$ cat src/rtl/seq_trig_pkg.sv
package seq_trig_pkg;

  // bit 0 of the select enables the divider, bit 1 the software request
  typedef enum logic [1:0] {
    SRC_HALT = 2'b00,
    SRC_DIV  = 2'b01,
    SRC_SW   = 2'b10,
    SRC_ANY  = 2'b11
  } trigSrcE;

  // strobes from control to datapath
  typedef struct packed {
    logic clrDiv;
    logic clrSwReq;
  } ctlStrobeS;

endpackage

$ cat src/rtl/seq_trig_datapath.sv
module seq_trig_datapath
  import seq_trig_pkg::*;
#(
  parameter int FAC_W = 3
) (
  input  logic             clk,
  input  logic             rstN,
  input  logic [FAC_W-1:0] facA,
  input  logic [FAC_W-1:0] facB,
  input  logic             swStartWr,
  input  ctlStrobeS        strobe,
  output logic             divTick,
  output logic             swReady,
  output logic             swBit
);

  localparam int ODD_W  = FAC_W + 1;
  localparam int PROD_W = 2 * ODD_W;
  localparam int PER_W  = PROD_W + 1;

  logic [ODD_W-1:0]  oddA, oddB;
  logic [PROD_W-1:0] oddProd;
  logic [PER_W-1:0]  periodM1;
  logic [PER_W-1:0]  cnt;
  logic              swSync;

  // period = (2A+1)(2B+1)*2, last count value = period - 1
  always_comb begin
    oddA     = {facA, 1'b1};
    oddB     = {facB, 1'b1};
    oddProd  = PROD_W'(oddA) * PROD_W'(oddB);
    periodM1 = {oddProd, 1'b0} - PER_W'(1);
  end

  assign divTick = (cnt >= periodM1);

  always_ff @(posedge clk or negedge rstN) begin
    if (!rstN)               cnt <= '0;
    else if (strobe.clrDiv)  cnt <= '0;
    else if (divTick)        cnt <= '0;
    else                     cnt <= cnt + PER_W'(1);
  end

  // software request bit and its synchronizing stage
  always_ff @(posedge clk or negedge rstN) begin
    if (!rstN) begin
      swBit  <= 1'b0;
      swSync <= 1'b0;
    end else begin
      if (strobe.clrSwReq)   swBit <= 1'b0;
      else if (swStartWr)    swBit <= 1'b1;
      swSync <= swBit;
    end
  end

  assign swReady = swBit & swSync;


  div_clear_chk: assert property (@(posedge clk) disable iff (!rstN)
    strobe.clrDiv |=> (cnt == '0));


  div_wrap_chk: assert property (@(posedge clk) disable iff (!rstN)
    (!strobe.clrDiv && divTick) |=> (cnt == '0));


  sw_clear_chk: assert property (@(posedge clk) disable iff (!rstN)
    strobe.clrSwReq |=> !swBit);


  sw_sync_chk: assert property (@(posedge clk) disable iff (!rstN)
    !swBit |=> !swReady);

endmodule

$ cat src/rtl/seq_trig_control.sv
module seq_trig_control
  import seq_trig_pkg::*;
(
  input  logic       clk,
  input  logic       rstN,
  input  logic [1:0] trigSel,
  input  logic       repeatEn,
  input  logic       seqDone,
  input  logic       divTick,
  input  logic       swReady,
  output ctlStrobeS  strobe,
  output logic       startPulse
);

  trigSrcE src;
  logic    useDiv, useSw, active;
  logic    busy;
  logic    repeatFire, divFire, swFire, fire;

  always_comb begin
    src    = trigSrcE'(trigSel);
    useDiv = (src == SRC_DIV) || (src == SRC_ANY);
    useSw  = (src == SRC_SW)  || (src == SRC_ANY);
    active = (src != SRC_HALT);

    repeatFire = active & repeatEn & busy & seqDone;
    divFire    = useDiv & ~busy & divTick;
    swFire     = useSw  & ~busy & swReady;
    fire       = repeatFire | divFire | swFire;

    strobe.clrDiv   = ~useDiv;
    strobe.clrSwReq = swFire;
  end

  always_ff @(posedge clk or negedge rstN) begin
    if (!rstN) begin
      busy       <= 1'b0;
      startPulse <= 1'b0;
    end else begin
      busy       <= fire | (busy & ~seqDone);
      startPulse <= fire;
    end
  end


  halt_quiet_chk: assert property (@(posedge clk) disable iff (!rstN)
    (trigSel == 2'b00) |=> !startPulse);


  no_start_busy_chk: assert property (@(posedge clk) disable iff (!rstN)
    (busy && !seqDone) |=> !startPulse);


  repeat_restart_chk: assert property (@(posedge clk) disable iff (!rstN)
    (busy && seqDone && repeatEn && trigSel != 2'b00) |=> startPulse);


  pulse_width_chk: assert property (@(posedge clk) disable iff (!rstN)
    (startPulse && !(seqDone && repeatEn)) |=> !startPulse);

endmodule

$ cat src/rtl/seq_start_trig.sv
module seq_start_trig
  import seq_trig_pkg::*;
#(
  parameter int FAC_W = 3
) (
  input  logic             clk,
  input  logic             rstN,
  input  logic [1:0]       trigSel,
  input  logic             swStartWr,
  input  logic             repeatEn,
  input  logic [FAC_W-1:0] facA,
  input  logic [FAC_W-1:0] facB,
  input  logic             seqDone,
  output logic             startPulse,
  output logic             swStartBit
);

  ctlStrobeS strobe;
  logic      divTick, swReady;

  seq_trig_datapath #(.FAC_W(FAC_W)) uDp (
    .clk       (clk),
    .rstN      (rstN),
    .facA      (facA),
    .facB      (facB),
    .swStartWr (swStartWr),
    .strobe    (strobe),
    .divTick   (divTick),
    .swReady   (swReady),
    .swBit     (swStartBit)
  );

  seq_trig_control uCtl (
    .clk        (clk),
    .rstN       (rstN),
    .trigSel    (trigSel),
    .repeatEn   (repeatEn),
    .seqDone    (seqDone),
    .divTick    (divTick),
    .swReady    (swReady),
    .strobe     (strobe),
    .startPulse (startPulse)
  );

endmodule

$ cat config.mk
export PLATFORM = sky130hd
export DESIGN_NAME = seq_start_trig
export DESIGN_NICKNAME = d
export VERILOG_FILES = /design/src/rtl/seq_trig_pkg.sv /design/src/rtl/seq_trig_datapath.sv /design/src/rtl/seq_trig_control.sv /design/src/rtl/seq_start_trig.sv
export SDC_FILE = /design/constraint.sdc
export NUM_CORES = 1
export LEC_CHECK = 0
export CAP_MARGIN = 20
export CORE_AREA = 2 2 55 57
export CTS_CLUSTER_SIZE = 20
export DETAILED_ROUTE_END_ITERATION = 8
export DIE_AREA = 0 0 57 59
export GPL_TIMING_DRIVEN = 0
export PLACE_DENSITY = 0.7
export SLEW_MARGIN = 10
export SYNTH_ARGS = -nofsm -noshare
export SYNTH_HDL_FRONTEND = slang
export SYNTH_HIERARCHICAL = 1
export SYNTH_SLANG_ARGS = --single-unit
$ cat constraint.sdc
create_clock -name clk -period 2.1 [get_ports clk]
set_input_delay 0.525 -clock clk [delete_from_list [all_inputs] [get_ports clk]]
set_output_delay 0.525 -clock clk [all_outputs]
set_load 0.01 [all_outputs]
# --- Word-level counts from Yosys, hierarchy flattened ---
# Cells that the tools add are included.
totals:
  regBits: 13
  out_inout_bits: 2
  elab_cells: 34
classes:
  n_addsub: 2
  mul: 1
  n_lt_le_gt_ge: 1
  eq_ne: 3
  n_mux: 4
  bitwise: 14
  n_reduce_logical: 4
ops:
  columns: ["cell", "n"]
  rows:
  - ["$mux 9", 2]
  - ["$add 9x1->9 const B", 1]
  - ["$and 1x1->1", 9]
  - ["$ge 9x9->1", 1]
  - ["$sub 9x1->9 const B", 1]
  - ["$mul 4x4->8", 1]
  - ["$eq 2x2->1 const B", 2]
  - ["$reduce_bool 2->1", 2]
  - ["$or 1x1->1", 3]
  - ["$eq 2x1->1 const B", 1]
  - ["$logic_or 1x1->1", 2]
  - ["$mux 1", 2]
  - ["$not 1->1", 2]

# --- Depth between registers and ports, before layout ---
logic_depth:
  depth_word: 7
  depth_mapped: 15
  mapped_depth_nobuf: 15

# --- Modules after synthesis ---
# Netlist, hierarchy kept.
by_module_without_submodules:
  columns: ["module", "instances", "cells_each", "area_per_inst_um2", "seq_area_each_um2"]
  rows:
  - ["seq_trig_datapath", 1, 104, 1081.0, 275.3]
  - ["seq_trig_control", 1, 12, 106.4, 50.0]

# --- Least setup slack after synthesis ---
# No wires, ideal clock.
synth_path:
  kind: "input-to-reg"
  from: "input facA[0]"
  to: "register uCtl.busy"
  setup_time_ns: 0.131
  t_arrival_ns: 3.686
  required_time_ns: 1.969
  setup_slack_ns: -1.717
  path_stages: 14
  cell_sequence: "and2_1 > fa_1 > fa_1 > ha_1 > nand4_1 > a21boi_0 > nor4_1 > a311oi_1 > ha_1 > a41o_1 > a21oi_4 > o21ai_4 > a221oi_1 > a31oi_1"
synth_between:
  elab_chain_cells: 7
synth_lines:
  columns: ["element", "line", "rtl"]
  rows:
  - ["start, declared", "seq_start_trig.sv:11", "input logic [FAC_W-1:0] facA,"]
  - ["$mul 4x4->8", "seq_trig_datapath.sv:31", "oddProd = PROD_W'(oddA) * PROD_W'(oddB);"]
  - ["$sub 9x1->9", "seq_trig_datapath.sv:32", "periodM1 = {oddProd, 1'b0} - PER_W'(1);"]
  - ["$ge 9x9->1", "seq_trig_datapath.sv:35", "assign divTick = (cnt >= periodM1);"]
  - ["via divTick", "seq_start_trig.sv:19", "logic divTick, swReady;"]
  - ["$and 1x1->1", "seq_trig_control.sv:27", "divFire = useDiv & ~busy & divTick;"]
  - ["$or 1x1->1 (2 in series)", "seq_trig_control.sv:29", "fire = repeatFire | divFire | swFire;"]
  - ["$or 1x1->1", "seq_trig_control.sv:40", "busy <= fire | (busy & ~seqDone);"]
  - ["end signal, assigned", "seq_trig_control.sv:40", null]
  - ["end, declared", "seq_trig_control.sv:17", "logic busy;"]
# The timed path passes the listed nets, and every way through them passes these cells.
# A chain may end at the register's enable or synchronous reset.

# --- Worst setup path after layout ---
layout_path:
  from: "input facB[1]"
  to: "register uCtl.busy"
layout_between:
  elab_chain_cells: 7
layout_lines:
  columns: ["element", "line", "rtl"]
  rows:
  - ["start, declared", "seq_start_trig.sv:12", "input logic [FAC_W-1:0] facB,"]
  - ["$mul 4x4->8", "seq_trig_datapath.sv:31", null]
  - ["$sub 9x1->9", "seq_trig_datapath.sv:32", null]
  - ["$ge 9x9->1", "seq_trig_datapath.sv:35", null]
  - ["via divTick", "seq_start_trig.sv:19", null]
  - ["$and 1x1->1", "seq_trig_control.sv:27", null]
  - ["$or 1x1->1 (2 in series)", "seq_trig_control.sv:29", null]
  - ["$or 1x1->1", "seq_trig_control.sv:40", null]
# The timed path passes the listed nets, and every way through them passes these cells.

==> metrics.log <==
[metrics] Setup crit end kind: register
[metrics] Top Ports: 15
[metrics] area share of the leading cell type in the synthesized netlist: around 27%
[metrics] synthesized-area fraction occupied by ao, oa, aoi and oai cells: 12.4%
[metrics] Post-Syn Area per Cell: between 10 and 15 sq um
[metrics] shortest clock period the worst path allows after layout: roughly 3.7 ns
[metrics] share of power burned in combinational logic: 46.4%
[metrics] Final Hold Fails: 0
[metrics] actual transition at the worst max-transition pin: 0.600 ns
[metrics] number of antenna violations at the first check in global routing: 0
[metrics] final weighted congestion in routability-driven placement: about 0.78
[metrics] post-synthesis sequential element count: 13
[metrics] final standard cell area without fillers: 1520 sq um
[metrics] total detailed-routing wirelength: 2350 um
[metrics] total power divided by cell area: slightly below 600 nW/um^2
[metrics] synth top area cells: dfrtp_1 27%, ha_1 22%, fa_1 6.7%
[metrics] path type of the worst setup path: input pin to register
[metrics] Main synth FF type: dfrtp_1
[metrics] post-layout net count: 181
[metrics] buffer cell driving the clock tree root: clkbuf_4
[metrics] area of the die: 3360 sq um
[metrics] ordered cell list for the critical path: buf_8, and2_4, fa_1, fa_1, inv_1, fa_2, inv_1, a21o_2, a21oi_2, xor2_1, ha_1, a41o_1, a21oi_4, o21ai_4, a221oi_2, a31oi_1
[metrics] share of the core filled with cells in the final layout: 56.0%
[metrics] largest net degree at the start of global routing: 14
[metrics] number of max-cap violations: 0
[metrics] hold buffer count at cts: 0
[metrics] number of global-route vias before repair: 975
[metrics] part of the power in registers: 36.6%
[metrics] worst path required time: roughly 2.3 ns
[metrics] CTS tree: built
[metrics] run status: finished, violations left
[metrics] Starting Density: 43.8%
[metrics] sinks on the clock net: 13
[metrics] type of origin of the critical path: input pin
[metrics] Synthesized Nets: 154
[metrics] distinct cell type count of the synthesized netlist: 33
[metrics] setup repair after global routing missed its margin: yes
[metrics] vias per inst: ~5.3
[metrics] core area: 2710 sq um
[metrics] arrival time at the worst endpoint: 3.82 ns
[metrics] largest buffer count on any clock path: 2
[metrics] layout cells sized above 1: 28.2%
[metrics] synthesized-area fraction occupied by and/or/nand/nor cells: 20.1%
[metrics] Port Buffers: 14
[metrics] sequential-to-total area share from yosys stat: roughly 27%
[metrics] longest individual stage delay on the worst path: 0.58 ns
[metrics] H-tree level count: 1
[metrics] detailed router's first-iteration violation count: 37
[metrics] number of routed nets with antenna violations: 0
[metrics] post-synthesis to final-layout area growth: 27.8%
[metrics] Remaining DRCs: 0
[metrics] cell taking the most area after synthesis: dfrtp_1
[metrics] Internal: 0.576 mW
[metrics] Gate Count Post-Synth: 116
[metrics] XOR/XNOR share of the synthesized area: 7.38%
[metrics] overflow left after global routing: 0
[metrics] class of the tightest hold or removal check: register to register
[metrics] adder and majority cell fraction of the synthesized area: 28.9%
[metrics] y dimension of the die: 59 um
[metrics] Worst-path clk slew: 0.08 ns
[metrics] Max Clock Skew: 0.00129 ns
[metrics] Worst-Skew Late Latency: around 0.27 ns
[metrics] ratio of final minimum period to clock period: 175%
[metrics] global-route wire length before repair: 4010 um
[metrics] asr flop ratio synth: 100%
[metrics] number of enable-type register cells in the synthesized netlist: 0
[metrics] cell row count: 19
[metrics] Yosys Warn Count: 6
[metrics] worst-path cell with the longest stage delay: fa_1
[metrics] post-DP HPWL: 1850 um
[metrics] max-slew headroom at the worst pin: 60.0%
[metrics] setup slack after layout: -1.57 ns
[metrics] net load switching power: 0.309 mW
[metrics] proportion of power drawn by the clock network: 17.1%
[metrics] total power consumption of the routed design: 0.885 mW
[metrics] reported leakage power: roughly 0.7 nW
[metrics] VDD IR-drop max: a little over 0.0007 V
[metrics] critical path peak fanout: 6
[metrics] netlist area before placement: around 1200 sq um
[metrics] setup-violating endpoint count in the final report: 11
[metrics] dominant combinational cell family by area after synthesis: adder cells
[metrics] detail-routed net length per standard cell: 13.6 um
[metrics] post-synthesis mux area share: 0%
[metrics] number of buffers created by CTS: 3
[metrics] top achievable clock speed: 273 MHz
[metrics] global-route total usage across every layer: 15.3%
[metrics] failing checks: setup timing
[metrics] die outline width: about 57 um
[metrics] Sw Ratio: 35.0%
[metrics] Placed Instance Area: roughly 1400 sq um
[metrics] first-pass iteration count of the detailed router: 4
[metrics] via count: 924
[metrics] diode insertion count for antenna repair: 0
[metrics] Max Transition Viols Final: 0
-- state kept, by name, indices dropped and copies added (netlist names) --
name and cells:
uCtl/busy 1, uCtl/startPulse 1, uDp/cnt 9, uDp/swBit 1, uDp/swSync 1
-- path summary, 6_finish.rpt --
| path | slack (ns) | start | end | depth (start not counted) |
|---|---|---|---|---|
| min reg2reg | 0.42 | uDp/swBit | uDp/swSync | 0 |
| max in group asynchronous | 1.14 | rstN | uCtl/busy | 1 |
| max reg2reg | 0.36 | uDp/cnt[4] | uDp/cnt[0] | 6 |
| min in group asynchronous | 0.60 | rstN | uDp/cnt[4] | 1 |
| min | 0.42 | uDp/swBit | uDp/swSync | 0 |
| max | -1.57 | facB[1] | uCtl/busy | 16 |
-- layout by cell type, fill, tap and decap left out, types with 3 or more instances in the layout --
master            n
and3_1            3
clkbuf_4          3
and2_4            4
ha_1             19
nand4_1           3
dfrtp_1          13
xnor2_1           5
and2_1            4
nand2_1           4
buf_4             9
xor2_1            5
fa_1              3
nor2_1            5
nor3_2            8
clkdlybuf4s50_1   8
nand3_1           4
inv_1             9
buf_6             3
-- cell usage after synthesis (2+ instances only) --
cell,n
nor3_1,3
nor2_1,5
nor3_2,7
nand4_1,3
inv_1,9
xnor2_1,5
dfrtp_1,13
ha_1,21
a21oi_1,3
nand2_1,4
xor2_1,5
and2_1,8
fa_1,4
and3_1,3
nand3_1,4
nor4_1,2
-- worst max-delay path: cells and delay by family --
kind | cells | cell delay (ns)
fa+ha+maj | 4 | 1.77
compound gates | 7 | 0.99
buf+inv | 3 | 0.23
simple gates | 1 | 0.15
xor+xnor | 1 | 0.16
-- final cells by class --
class                      count  area [sq um]
inverter                       9          33.8
fill                         257          1190
buffer                         2          11.3
multi-input combinational     92           878
tap                           31          38.8
timing repair buffer          22           203
sequential                    13           325
clock buffer                   3          22.5
clock inverter                 1          5.00
-- power groups by stage --
stage,combinational [mW],sequential [mW],clock [mW]
6_report,0.411,0.324,0.151
5_1_grt,0.456,0.331,0.170
4_1_cts,0.399,0.323,0.158
3_5_place_dp,0.364,0.329,0
3_3_place_gp,0.345,0.327,0
2_1_floorplan,0.239,0.331,0
-- cell families after synthesis --
kind of cell	after synthesis
flops	13
buf+inv	11
compound gates	18
xor+xnor	10
simple gates	39
fa+ha+maj	25
-- timing repair --
action                                  CTS  global route
resized for setup                        27             8
buffers inserted                          4             4
pin swaps                                16            12
endpoints found under the setup margin   11            11
-- through the flow --
step	cells	setup TNS, ns	hold WS [ns]	setup slack, ns
finish	173	-16.56	0.425	-1.57
global route	173	-18.04	0.453	-1.71
CTS	169	-16.83	0.429	-1.62
detailed placement	161	-24.30	0.411	-2.43
global placement	161	-23.45	0.404	-2.31
floorplan	116	-15.72	0.229	-1.60
-- per-layer routing --
metal / track usage (%) / routed length, um / part of all wire [%] / vias up
met5: 0 / 0 / 0 / -
met4: 4.32 / 19 / 0.81 / 0
met3: 3.49 / 47 / 2.0 / 4
met2: 28.2 / 1250 / 53 / 6
met1: 17.7 / 1040 / 44 / 443
li1: - / - / - / 471
Power figures use the tool's default switching activity.
